[src/rtl/hs_pkg.sv]
package hs_pkg;
  localparam int unsigned CFG_W = 6;
  localparam logic [2:0] MODE_HS     = 3'b100;
  localparam logic [2:0] MODE_PULSE  = 3'b101;
  localparam logic [2:0] MODE_MAN_LO = 3'b110;
  localparam logic [2:0] MODE_MAN_HI = 3'b111;

  function automatic logic is_manual(input logic [2:0] mode);
    return mode[2] & mode[1];
  endfunction
endpackage

[src/rtl/hs_edge_det.sv]
module hs_edge_det #(
  parameter int unsigned STAGES = 2
) (
  input  logic clk_i,
  input  logic rst_ni,
  input  logic pin_i,
  input  logic rise_sel_i,
  output logic hit_o
);
  logic [STAGES-1:0] sync_q;
  logic              prev_q;

  always_ff @(posedge clk_i or negedge rst_ni) begin
    if (!rst_ni) begin
      sync_q <= '0;
      prev_q <= 1'b0;
    end else begin
      sync_q <= {sync_q[STAGES-2:0], pin_i};
      prev_q <= sync_q[STAGES-1];
    end
  end

  assign hit_o = rise_sel_i ? (sync_q[STAGES-1] & ~prev_q)
                            : (~sync_q[STAGES-1] & prev_q);
endmodule

[src/rtl/hs_flags.sv]
module hs_flags (
  input  logic clk_i,
  input  logic rst_ni,
  input  logic d1_hit_i,
  input  logic d2_hit_i,
  input  logic d2_in_i,
  input  logic clr_i,
  output logic f7_o,
  output logic f6_o
);
  always_ff @(posedge clk_i or negedge rst_ni) begin
    if (!rst_ni) begin
      f7_o <= 1'b0;
      f6_o <= 1'b0;
    end else begin
      // set beats clear
      if (d1_hit_i)             f7_o <= 1'b1;
      else if (clr_i)           f7_o <= 1'b0;
      if (d2_hit_i && d2_in_i)  f6_o <= 1'b1;
      else if (clr_i)           f6_o <= 1'b0;
    end
  end
endmodule

[src/rtl/hs_d2_out.sv]
module hs_d2_out
  import hs_pkg::*;
(
  input  logic       clk_i,
  input  logic       rst_ni,
  input  logic       cfg_we_i,
  input  logic [2:0] mode_i,
  input  logic       wr_i,
  input  logic       d1_hit_i,
  output logic       d2_o,
  output logic       d2_oe_o
);
  logic d2_q;

  always_ff @(posedge clk_i or negedge rst_ni) begin
    if (!rst_ni) begin
      d2_q <= 1'b1;
    end else if (cfg_we_i) begin
      d2_q <= 1'b1;
    end else begin
      unique case (mode_i)
        MODE_HS: begin
          // write beats a simultaneous D1 edge
          if (wr_i)          d2_q <= 1'b0;
          else if (d1_hit_i) d2_q <= 1'b1;
        end
        MODE_PULSE: d2_q <= ~wr_i;
        default:    d2_q <= d2_q;
      endcase
    end
  end

  assign d2_oe_o = mode_i[2];
  assign d2_o    = !mode_i[2]         ? 1'b1 :
                   is_manual(mode_i)  ? mode_i[0] : d2_q;
endmodule

[src/rtl/hs_ctrl.sv]
module hs_ctrl
  import hs_pkg::*;
#(
  parameter int unsigned SYNC_STAGES = 2
) (
  input  logic             clk_i,
  input  logic             rst_ni,
  input  logic             ctl_we_i,
  input  logic [CFG_W-1:0] ctl_wdata_i,
  output logic [7:0]       ctl_rdata_o,
  input  logic             data_wr_i,
  input  logic             data_rd_i,
  input  logic             d1_i,
  input  logic             d2_i,
  output logic             d2_o,
  output logic             d2_oe_o,
  output logic             irq_no
);
  logic [CFG_W-1:0] cfg_q;
  logic d1_hit, d2_hit, f7, f6;

  always_ff @(posedge clk_i or negedge rst_ni) begin
    if (!rst_ni)       cfg_q <= '0;
    else if (ctl_we_i) cfg_q <= ctl_wdata_i;
  end

  hs_edge_det #(.STAGES(SYNC_STAGES)) u_d1 (
    .clk_i(clk_i), .rst_ni(rst_ni), .pin_i(d1_i),
    .rise_sel_i(cfg_q[1]), .hit_o(d1_hit)
  );

  hs_edge_det #(.STAGES(SYNC_STAGES)) u_d2 (
    .clk_i(clk_i), .rst_ni(rst_ni), .pin_i(d2_i),
    .rise_sel_i(cfg_q[4]), .hit_o(d2_hit)
  );

  hs_flags u_flags (
    .clk_i(clk_i), .rst_ni(rst_ni), .d1_hit_i(d1_hit), .d2_hit_i(d2_hit),
    .d2_in_i(~cfg_q[5]), .clr_i(data_rd_i), .f7_o(f7), .f6_o(f6)
  );

  hs_d2_out u_out (
    .clk_i(clk_i), .rst_ni(rst_ni), .cfg_we_i(ctl_we_i),
    .mode_i(cfg_q[5:3]), .wr_i(data_wr_i), .d1_hit_i(d1_hit),
    .d2_o(d2_o), .d2_oe_o(d2_oe_o)
  );

  assign ctl_rdata_o = {f7, f6, cfg_q};
  assign irq_no      = ~((f7 & cfg_q[0]) | (f6 & cfg_q[3] & ~cfg_q[5]));
endmodule

[config.mk]
export PLATFORM = sky130hd
export DESIGN_NAME = hs_ctrl
export DESIGN_NICKNAME = d
export VERILOG_FILES = /design/src/rtl/hs_pkg.sv /design/src/rtl/hs_edge_det.sv /design/src/rtl/hs_flags.sv /design/src/rtl/hs_d2_out.sv /design/src/rtl/hs_ctrl.sv
export SDC_FILE = /design/constraint.sdc
export NUM_CORES = 1
export LEC_CHECK = 0
export BUFFER_PORTS_ARGS = -buffer_cell sky130_fd_sc_hd__buf_2
export CORE_MARGIN = 3
export CORE_UTILIZATION = 35
export DETAILED_ROUTE_END_ITERATION = 8
export GPL_ROUTABILITY_DRIVEN = 0
export PLACE_DENSITY = 0.57
export SYNTH_ARGS = -nofsm -noshare
export SYNTH_HDL_FRONTEND = slang
export SYNTH_SLANG_ARGS = --single-unit
[constraint.sdc]
create_clock -name clk_i -period 1.3 [get_ports clk_i]
set_input_delay 0.13 -clock clk_i [delete_from_list [all_inputs] [get_ports clk_i]]
set_output_delay 0.13 -clock clk_i [all_outputs]
set_load 0.005 [all_outputs]
Word-level counts from Yosys, hierarchy flattened
Cells that the tools add are included.
- bits in registers: 15
- bits in latches: 0
- bits in writable memories: 0
- memory bits (read-only): 0
- bits of input ports: 13
- output and inout bits: 11
- logic and storage cells: 43
- memories kept: 0
- add/sub/neg operators: 0
- $mul: 0
- div/mod/pow operators: 0
- magnitude comparators: 0
- eq/ne operators: 3
- shift operators: 0
- multiplexer cells: 11
- bitwise logic cells: 16
- reduce and logical (&&, ||, !) cells: 5
- operator list (cell ; number):
    $mux W1 ; 10
    $and A1 B1 Y1 ; 8
    $not A1 Y1 ; 7
    $eq A3 B3 Y1 const B ; 2
    $ne A4 B4 Y1 const B ; 1
    $reduce_bool A2 Y1 ; 2
    $reduce_bool A3 Y1 ; 1
    $pmux W1 S2 ; 1
    $reduce_and A2 Y1 ; 1
    $logic_and A1 B1 Y1 ; 1
    $or A1 B1 Y1 ; 1

Depth between registers and ports, before layout
Gate-level depths: netlist (run 1).
- depth in word-level cells: 7
- depth in mapped cells: 3
- gate-level depth less buffers: 3

Hierarchy
A second synthesis (run 1) with hierarchy kept.
- cell total of the unflattened synthesis: 44
- area, all modules: 616.8 sq um
- by module, submodules not included (module ; instances ; cells an instance ; area an instance (sq um)):
    hs_ctrl ; 1 ; 18 ; 272.8
    hs_edge_det ; 2 ; 6 ; 97.6
    hs_d2_out ; 1 ; 9 ; 77.6
    hs_flags ; 1 ; 5 ; 71.3

Least setup slack after synthesis (run 1)
No wires, ideal clock.
- path kind: register -> register
- start point: register cfg_q[4]
- end point: register u_flags.f6_o
- setup time: 0.128 ns
- data arrival time: 0.794 ns
- required time: 1.172 ns
- setup slack: 0.377 ns
- cell stages (with the launch flop): 4
- period minus slack after synthesis: 0.923 ns
- path through: dfrtp_1 -> and3b_1 -> a21oi_2 -> o22ai_2
- longest elaborated chain between the ends: 3
- elaborated cells on any way between the ends: 4
- RTL lines (element ; line ; text):
    from (decl) ; hs_ctrl.sv:19 ; logic [CFG_W-1:0] cfg_q;
    from (signal assigned) ; hs_ctrl.sv:24 ; else if (ctl_we_i) cfg_q <= ctl_wdata_i;
    $mux W1 (*) ; hs_edge_det.sv:23 ; assign hit_o = rise_sel_i ? (sync_q[STAGES-1] & ~prev_q)
    $logic_and A1 B1 Y1 (*) ; hs_flags.sv:19 ; if (d2_hit_i && d2_in_i) f6_o <= 1'b1;
    $mux W1 / $reduce_bool A2 Y1 (equally long branches) ; n/a ;
    to (signal assigned) ; hs_flags.sv:14 ; f6_o <= 1'b0;
    to (signal assigned) ; hs_flags.sv:19 ;
    to (signal assigned) ; hs_flags.sv:20 ; else if (clr_i) f6_o <= 1'b0;
    to (decl) ; hs_flags.sv:9 ; output logic f6_o
Every way passes the cells marked *; elsewhere a longest branch is shown, timed or not.
A chain may end at the register's enable or synchronous reset.

Final worst setup path (run 1)
- start point: register cfg_q[4]
- end point: output d2_o
- longest elaborated chain between the ends: 3
- RTL lines (element ; line ; text):
    $and A1 B1 Y1 ; hs_pkg.sv:9 ; return mode[2] & mode[1];
    $mux W1 ; hs_d2_out.sv:35 ; is_manual(mode_i) ? mode_i[0] : d2_q;
    $mux W1 ; hs_d2_out.sv:34 ; assign d2_o = !mode_i[2] ? 1'b1 :
    to (decl) ; hs_ctrl.sv:15 ; output logic d2_o,
No other way between the ends.

==> flow_summary.json, run 1 <==
{
  "clock-root-buffer": "clkbuf_4",
  "dieArea_um2": 2298,
  "p_sw_frac": 0.2414,
  "vdd_drop_max_mv": 0.7475,
  "placed_area_um2": 708.2,
  "worst_slew_pin_slew_ns": 0.3163,
  "post_route_cells_drive_above_1_share": 0.5417,
  "cts_tree": "yes",
  "cts_sinks": 15,
  "ys_seq_area_frac": 0.6118,
  "power_leakage_nw": 0.3744,
  "seq_power_share": 0.577,
  "drt-total-wl_um": 1047,
  "core_area_um2": 1577,
  "crit_chain": "mux2i_1, nand2_1, buf_2",
  "vias": 417,
  "timing.slew.headroom": 0.7892,
  "crit_family": "flip-flops",
  "cp.arrival_ns": 1.08,
  "postRouteAntennaNets": 0,
  "viasPerCell": 4.739,
  "antenna_found_initial": 0,
  "dp_hpwl_um": 795.3,
  "critPathMaxFanout": 7,
  "syn_area_um2": 615.6,
  "drtIter0Drc": 8,
  "crit_type": "flip-flop to primary output",
  "fin_nets": 86,
  "final.min_clock_period_ns": 1.212,
  "cp.depth": 3,
  "worstSetupEndpointType": "primary output",
  "worstSkewPairLatency_ns": 0.27,
  "io_buffers": 23,
  "drv_slew": 0,
  "report.final.hold_viol_count": 0,
  "slowest_delay_ns": 0.44,
  "die_h_um": 47.94,
  "syn-instance-count": 47,
  "final_core_util": 0.4913,
  "holdCritPathClass": "primary input to flip-flop",
  "yosysUniqueCellTypes": 19,
  "fin_skew_ns": 0.0008896,
  "combPwrFrac": 0.157,
  "grt_pass1_wl_um": 1697,
  "routedWlPerCell_um": 11.90,
  "cap_violations": 0,
  "final.setup.tns_ns": 0,
  "clkTransAtPathRegs_ns": 0.08,
  "post-route-cell-area_um2": 774.5,
  "max_freq_ghz": 0.8251,
  "grt-ovfl-total": 0,
  "grt_pass1_vias": 397,
  "cp_slowest_cell": "dfrtp_2",
  "internal_power_uw": 715.6,
  "first_pass_iters": 2,
  "grt_max_degree": 16,
  "design_power_total_uw": 943.4,
  "status": "finished clean",
  "yosysWarnings": 0,
  "start_util": 0.3905,
  "start_kind": "flip-flop",
  "numCtsBuffers": 3,
  "yosys_register_bits": 15,
  "crit_path_start": "cfg_q[4]$_DFFE_PN0P_",
  "synth_fp_nets": 60,
  "fp-row-count": 14,
  "r2r_slack_ns": 0.29,
  "r2r-end": "u_out.d2_q$_DFFE_PN1P_",
  "synth.avg_cell_area_um2": 13.10,
  "grt.total_usage": 0.1115,
  "fin_crit_sh": 0.9323,
  "setup_viol": 0,
  "ioPinCount": 24,
  "required_ns": 1.17,
  "powerDensity_nw_per_um2": 1218,
  "crit_buf_inv": 1,
  "hold_slack_ns": 0.06906,
  "die_width_um": 47.94,
  "worst_r2r_path_depth": 4,
  "pwr-share-clk": 0.265,
  "drc_errors": 0,
  "rsz0062_at_grt": "false",
  "num_antenna_cells": 0,
  "clk_path_buf_depth": 2,
  "r2r_start": "cfg_q[5]$_DFFE_PN0P_",
  "crit_end": "d2_o",
  "p_sw_uw": 227.7,
  "area_growth_pct": 25.81,
  "h-tree-depth": 1
}
[worst register-to-register path: stages (launching register included)]
cell and delay (ns):
dfrtp_2 0.40, buf_4 0.15, nor3b_2 0.15, a211oi_2 0.18
a21oi_1 0.05
[Yosys cell counts]
library cell	n	share of area
nand2_1	2	0.012
a21oi_2	1	0.014
o21ai_0	2	0.016
nor3b_2	1	0.020
mux2_2	5	0.091
buf_2	1	0.0081
inv_1	3	0.018
a21oi_1	2	0.016
o22ai_2	1	0.020
and3b_1	2	0.028
buf_4	5	0.061
nor3_1	1	0.0081
nor2_1	2	0.012
a32oi_1	1	0.014
mux2i_1	1	0.016
a211oi_2	1	0.020
dfstp_2	1	0.043
dfrtp_1	14	0.57
nand2b_1	1	0.010
[through the flow]
stage	instances	worst slack, ns
after floorplan	47	0.3774
after global placement	80	0.2961
after detailed placement	80	0.3025
after CTS	87	0.003619
after global routing	88	0.009268
final	88	0.08798
[power by group through the flow]
stage,logic (mW),clock network (mW),registers (mW)
after global placement,0.136,0,0.557
final,0.149,0.250,0.545
after global routing,0.169,0.293,0.553
after floorplan,0.0902,0,0.550
after detailed placement,0.138,0,0.557
after CTS,0.145,0.268,0.549
[final cells by class]
cell class,instances,area [um2]
Clock buffer,4,26.28
Fill cell,148,802.0
Inverter,3,11.26
Multi-Input combinational cell,23,185.2
Sequential cell,15,379.1
Tap cell,16,20.02
Timing Repair Buffer,27,152.6
[metal layers]
layer / wire length (um) / vias to the layer above / global-route usage / part of all wire
met5: 0 / - / 0 / 0
met4: 8 / 0 / 0.04839 / 0.0076
met3: 59 / 2 / 0.04511 / 0.056
met2: 457 / 15 / 0.1662 / 0.44
met1: 522 / 195 / 0.1419 / 0.50
li1: - / 205 / - / -
[worst min path at each step]
stage / start / to / slack (ns) / cells past startpoint
2_1_floorplan: rst_ni / cfg_q[0]$_DFFE_PN0P_ / -0.17 / 0
4_1_cts: data_rd_i / u_flags.f6_o$_DFFE_PN0P_ / 0.06 / 2
6_report: data_rd_i / u_flags.f6_o$_DFFE_PN0P_ / 0.07 / 2
3_5_place_dp: rst_ni / u_d1.sync_q[0]$_DFF_PN0_ / 0.05 / 1
3_3_place_gp: rst_ni / u_d1.sync_q[0]$_DFF_PN0_ / 0.05 / 1
5_1_grt: data_rd_i / u_flags.f6_o$_DFFE_PN0P_ / 0.05 / 2
[cell families (layout without fill, tap and decap cells)]
logic type             Yosys count  in the layout  synth area share
AOI/OAI and AO/OA                8              8            0.1016
muxes                            6              6            0.1077
DFF                             15             15            0.6118
buffers and inverters            9             34           0.08740
and+or+nand+nor                  9              9           0.09147
[sequential cells by signal, summed over array words and instances, names as in the netlist]
signal and count:
cfg_q 6, u_d1.sync_q 2, u_d2.sync_q 2, u_d1.prev_q 1, u_d2.prev_q 1, u_flags.f6_o 1, u_flags.f7_o 1, u_out.d2_q 1
[cells in the final DEF, fill, tap and decap left out]
cell / n
buf_4: 1
dfstp_2: 1
a21oi_2: 1
dfrtp_2: 2
mux2_2: 5
inv_1: 3
a211oi_2: 1
dfrtp_1: 12
a32oi_1: 1
nor3_1: 1
o22ai_2: 1
nor3b_2: 1
dlygate4sd3_1: 3
clkbuf_1: 1
a21oi_1: 2
clkbuf_4: 3
mux2i_1: 1
nand2b_1: 1
nor2_1: 2
o21ai_0: 2
buf_2: 23
and3b_1: 2
nand2_1: 2
[what timing repair did]
item                                   in CTS  in global routing
gates resized for setup                     1                  1
buffers inserted                            0                  1
setup endpoints to repair                   1                  2
endpoints found under the hold margin      16                  0
hold buffers                                3                  0
Note: power is estimated with default switching activity, not from simulation.
==> run 2: changes to the inputs <==
--- a/config.mk
+++ b/config.mk
@@ -5,12 +5,13 @@
 export SDC_FILE = /design/constraint.sdc
 export NUM_CORES = 1
 export LEC_CHECK = 0
-export BUFFER_PORTS_ARGS = -buffer_cell sky130_fd_sc_hd__buf_2
 export CORE_MARGIN = 3
 export CORE_UTILIZATION = 35
+export CTS_BUF_LIST = sky130_fd_sc_hd__clkbuf_8
 export DETAILED_ROUTE_END_ITERATION = 8
+export DONT_BUFFER_PORTS = 1
 export GPL_ROUTABILITY_DRIVEN = 0
-export PLACE_DENSITY = 0.57
+export PLACE_DENSITY = 0.45
 export SYNTH_ARGS = -nofsm -noshare
 export SYNTH_HDL_FRONTEND = slang
 export SYNTH_SLANG_ARGS = --single-unit
==> flow_summary.json, run 2 (synthesized netlist as in run 1, its figures left out) <==
{
  "grt_pass1_wl_um": 1766,
  "pwr-share-clk": 0.361,
  "grt-ovfl-total": 0,
  "cp.arrival_ns": 1.08,
  "clk_path_buf_depth": 2,
  "max_freq_ghz": 0.8276,
  "viasPerCell": 5.292,
  "drv_slew": 0,
  "final.min_clock_period_ns": 1.208,
  "nFillCells": 150,
  "status": "finished clean",
  "start_kind": "flip-flop",
  "layout_commonest_cell": "dfrtp_1",
  "hold_depth": 1,
  "hp-start": "ctl_we_i",
  "area_growth_pct": 10.37,
  "clock-root-buffer": "clkbuf_8",
  "antenna_found_initial": 0,
  "max_flop_register": "cfg_q",
  "p_sw_uw": 241.4,
  "r2r_start": "cfg_q[5]$_DFFE_PN0P_",
  "ioPinCount": 24,
  "worstSetupEndpointType": "primary output",
  "cts_sinks": 15,
  "largest_reg_flops": 6,
  "r2r-end": "u_out.d2_q$_DFFE_PN1P_",
  "instances_no_fill": 65,
  "worst_slew_pin_slew_ns": 0.6866,
  "dieArea_um2": 2298,
  "start_util": 0.3905,
  "rsz0062_at_grt": "false",
  "r2r_slack_ns": 0.28,
  "drc_errors": 0,
  "core_area_um2": 1577,
  "crit_type": "flip-flop to primary output",
  "fin_crit_sh": 0.9294,
  "clkTransAtPathRegs_ns": 0.06,
  "io_buffers": 0,
  "powerDensity_nw_per_um2": 1487,
  "postRouteAntennaNets": 0,
  "worstSkewPairLatency_ns": 0.24,
  "first_pass_iters": 4,
  "timing.slew.headroom": 0.5408,
  "required_ns": 1.17,
  "numCtsBuffers": 3,
  "vdd_drop_max_mv": 0.8714,
  "die_width_um": 47.94,
  "p_sw_frac": 0.2390,
  "dpl.cell_count": 57,
  "routedWlPerCell_um": 18.26,
  "report.final.hold_viol_count": 0,
  "vias": 344,
  "fin_skew_ns": 0.001439,
  "worst_r2r_path_depth": 3,
  "cts_tree": "yes",
  "die_h_um": 47.94,
  "h-tree-depth": 1,
  "multi_input_area_um2": 185.2,
  "final_cell_mix": "dfrtp_1, mux2_2, inv_1, dlygate4sd3_1, clkbuf_8",
  "power_leakage_nw": 0.2962,
  "design_power_total_mw": 1.010,
  "combPwrFrac": 0.083,
  "final.setup.tns_ns": 0,
  "regArea_um2": 377.9,
  "hold_end": "cfg_q[5]$_DFFE_PN0P_",
  "drtIter0Drc": 6,
  "drt-total-wl_um": 1187,
  "internal_power_uw": 768.7,
  "cap_violations": 0,
  "post_route_cells_drive_above_1_share": 0.2857,
  "grt_pass1_vias": 343,
  "hold_slack_ns": 0.001435,
  "grt_max_degree": 16,
  "grt.total_usage": 0.1201,
  "critPathMaxFanout": 7,
  "fp-row-count": 14,
  "post_cts_buffers": 0,
  "num_antenna_cells": 0,
  "holdCritPathClass": "primary input to flip-flop",
  "fin_nets": 63,
  "setup_viol": 0,
  "seq_power_share": 0.555,
  "reg_top3": "cfg_q: 6 flops, u_d1.sync_q: 2 flops, u_d2.sync_q: 2 flops"
}
run 2: routing by layer:
metal	global-route usage	routed length, um	share of wire	vias up
li1	-	-	-	158
met1	0.1565	513	0.43	168
met2	0.1794	577	0.49	18
met3	0.04511	96	0.081	0
met4	0.04839	0	0	0
met5	0	0	0	-
run 2: what timing repair did:
action                                  CTS  global route
hold endpoints to repair                 19             0
gates resized for setup                   0             1
endpoints found under the setup margin    0             1
hold buffers                              4             0
run 2: worst max-delay path by stage:
stage | from | to | cells past startpoint
CTS | cfg_q[4]$_DFFE_PN0P_ | d2_o | 2
floorplan | cfg_q[4]$_DFFE_PN0P_ | u_flags.f6_o$_DFFE_PN0P_ | 3
detailed placement | cfg_q[4]$_DFFE_PN0P_ | u_out.d2_q$_DFFE_PN1P_ | 3
finish | cfg_q[5]$_DFFE_PN0P_ | irq_no | 2
global placement | cfg_q[4]$_DFFE_PN0P_ | u_flags.f6_o$_DFFE_PN0P_ | 3
global route | cfg_q[5]$_DFFE_PN0P_ | irq_no | 2
run 2: worst max-delay path: stages (launching register included):
cell and delay, ns:
dfrtp_1 0.49, inv_1 0.09, a32oi_1 0.26
run 2: cell type report:
cell class | instances | share of cell area
clock buffers | 3 | 0.06077
clock inverters | 1 | 0.005525
inverters | 3 | 0.01657
multi-input cells | 23 | 0.2726
flip-flops and latches | 15 | 0.5562
well taps | 16 | 0.02947
repair buffers | 4 | 0.05893
run 2: stage by stage:
stage          instance area (um2)  setup WS, ns    util
2_1_floorplan                615.6        0.3774       -
3_3_place_gp                 593.1        0.2838  0.3762
3_5_place_dp                 593.1        0.2384  0.3762
4_1_cts                      678.2       0.05634  0.4302
5_1_grt                      679.4       0.02855  0.4310
6_report                     679.4       0.09173  0.4310
run 2: power by group through the flow:
stage	combinational, mW	sequential [mW]	clock, mW
floorplan	0.0902	0.550	0
global placement	0.0638	0.567	0
detailed placement	0.0669	0.572	0
CTS	0.0866	0.563	0.372
global route	0.0951	0.570	0.405
finish	0.0843	0.561	0.365
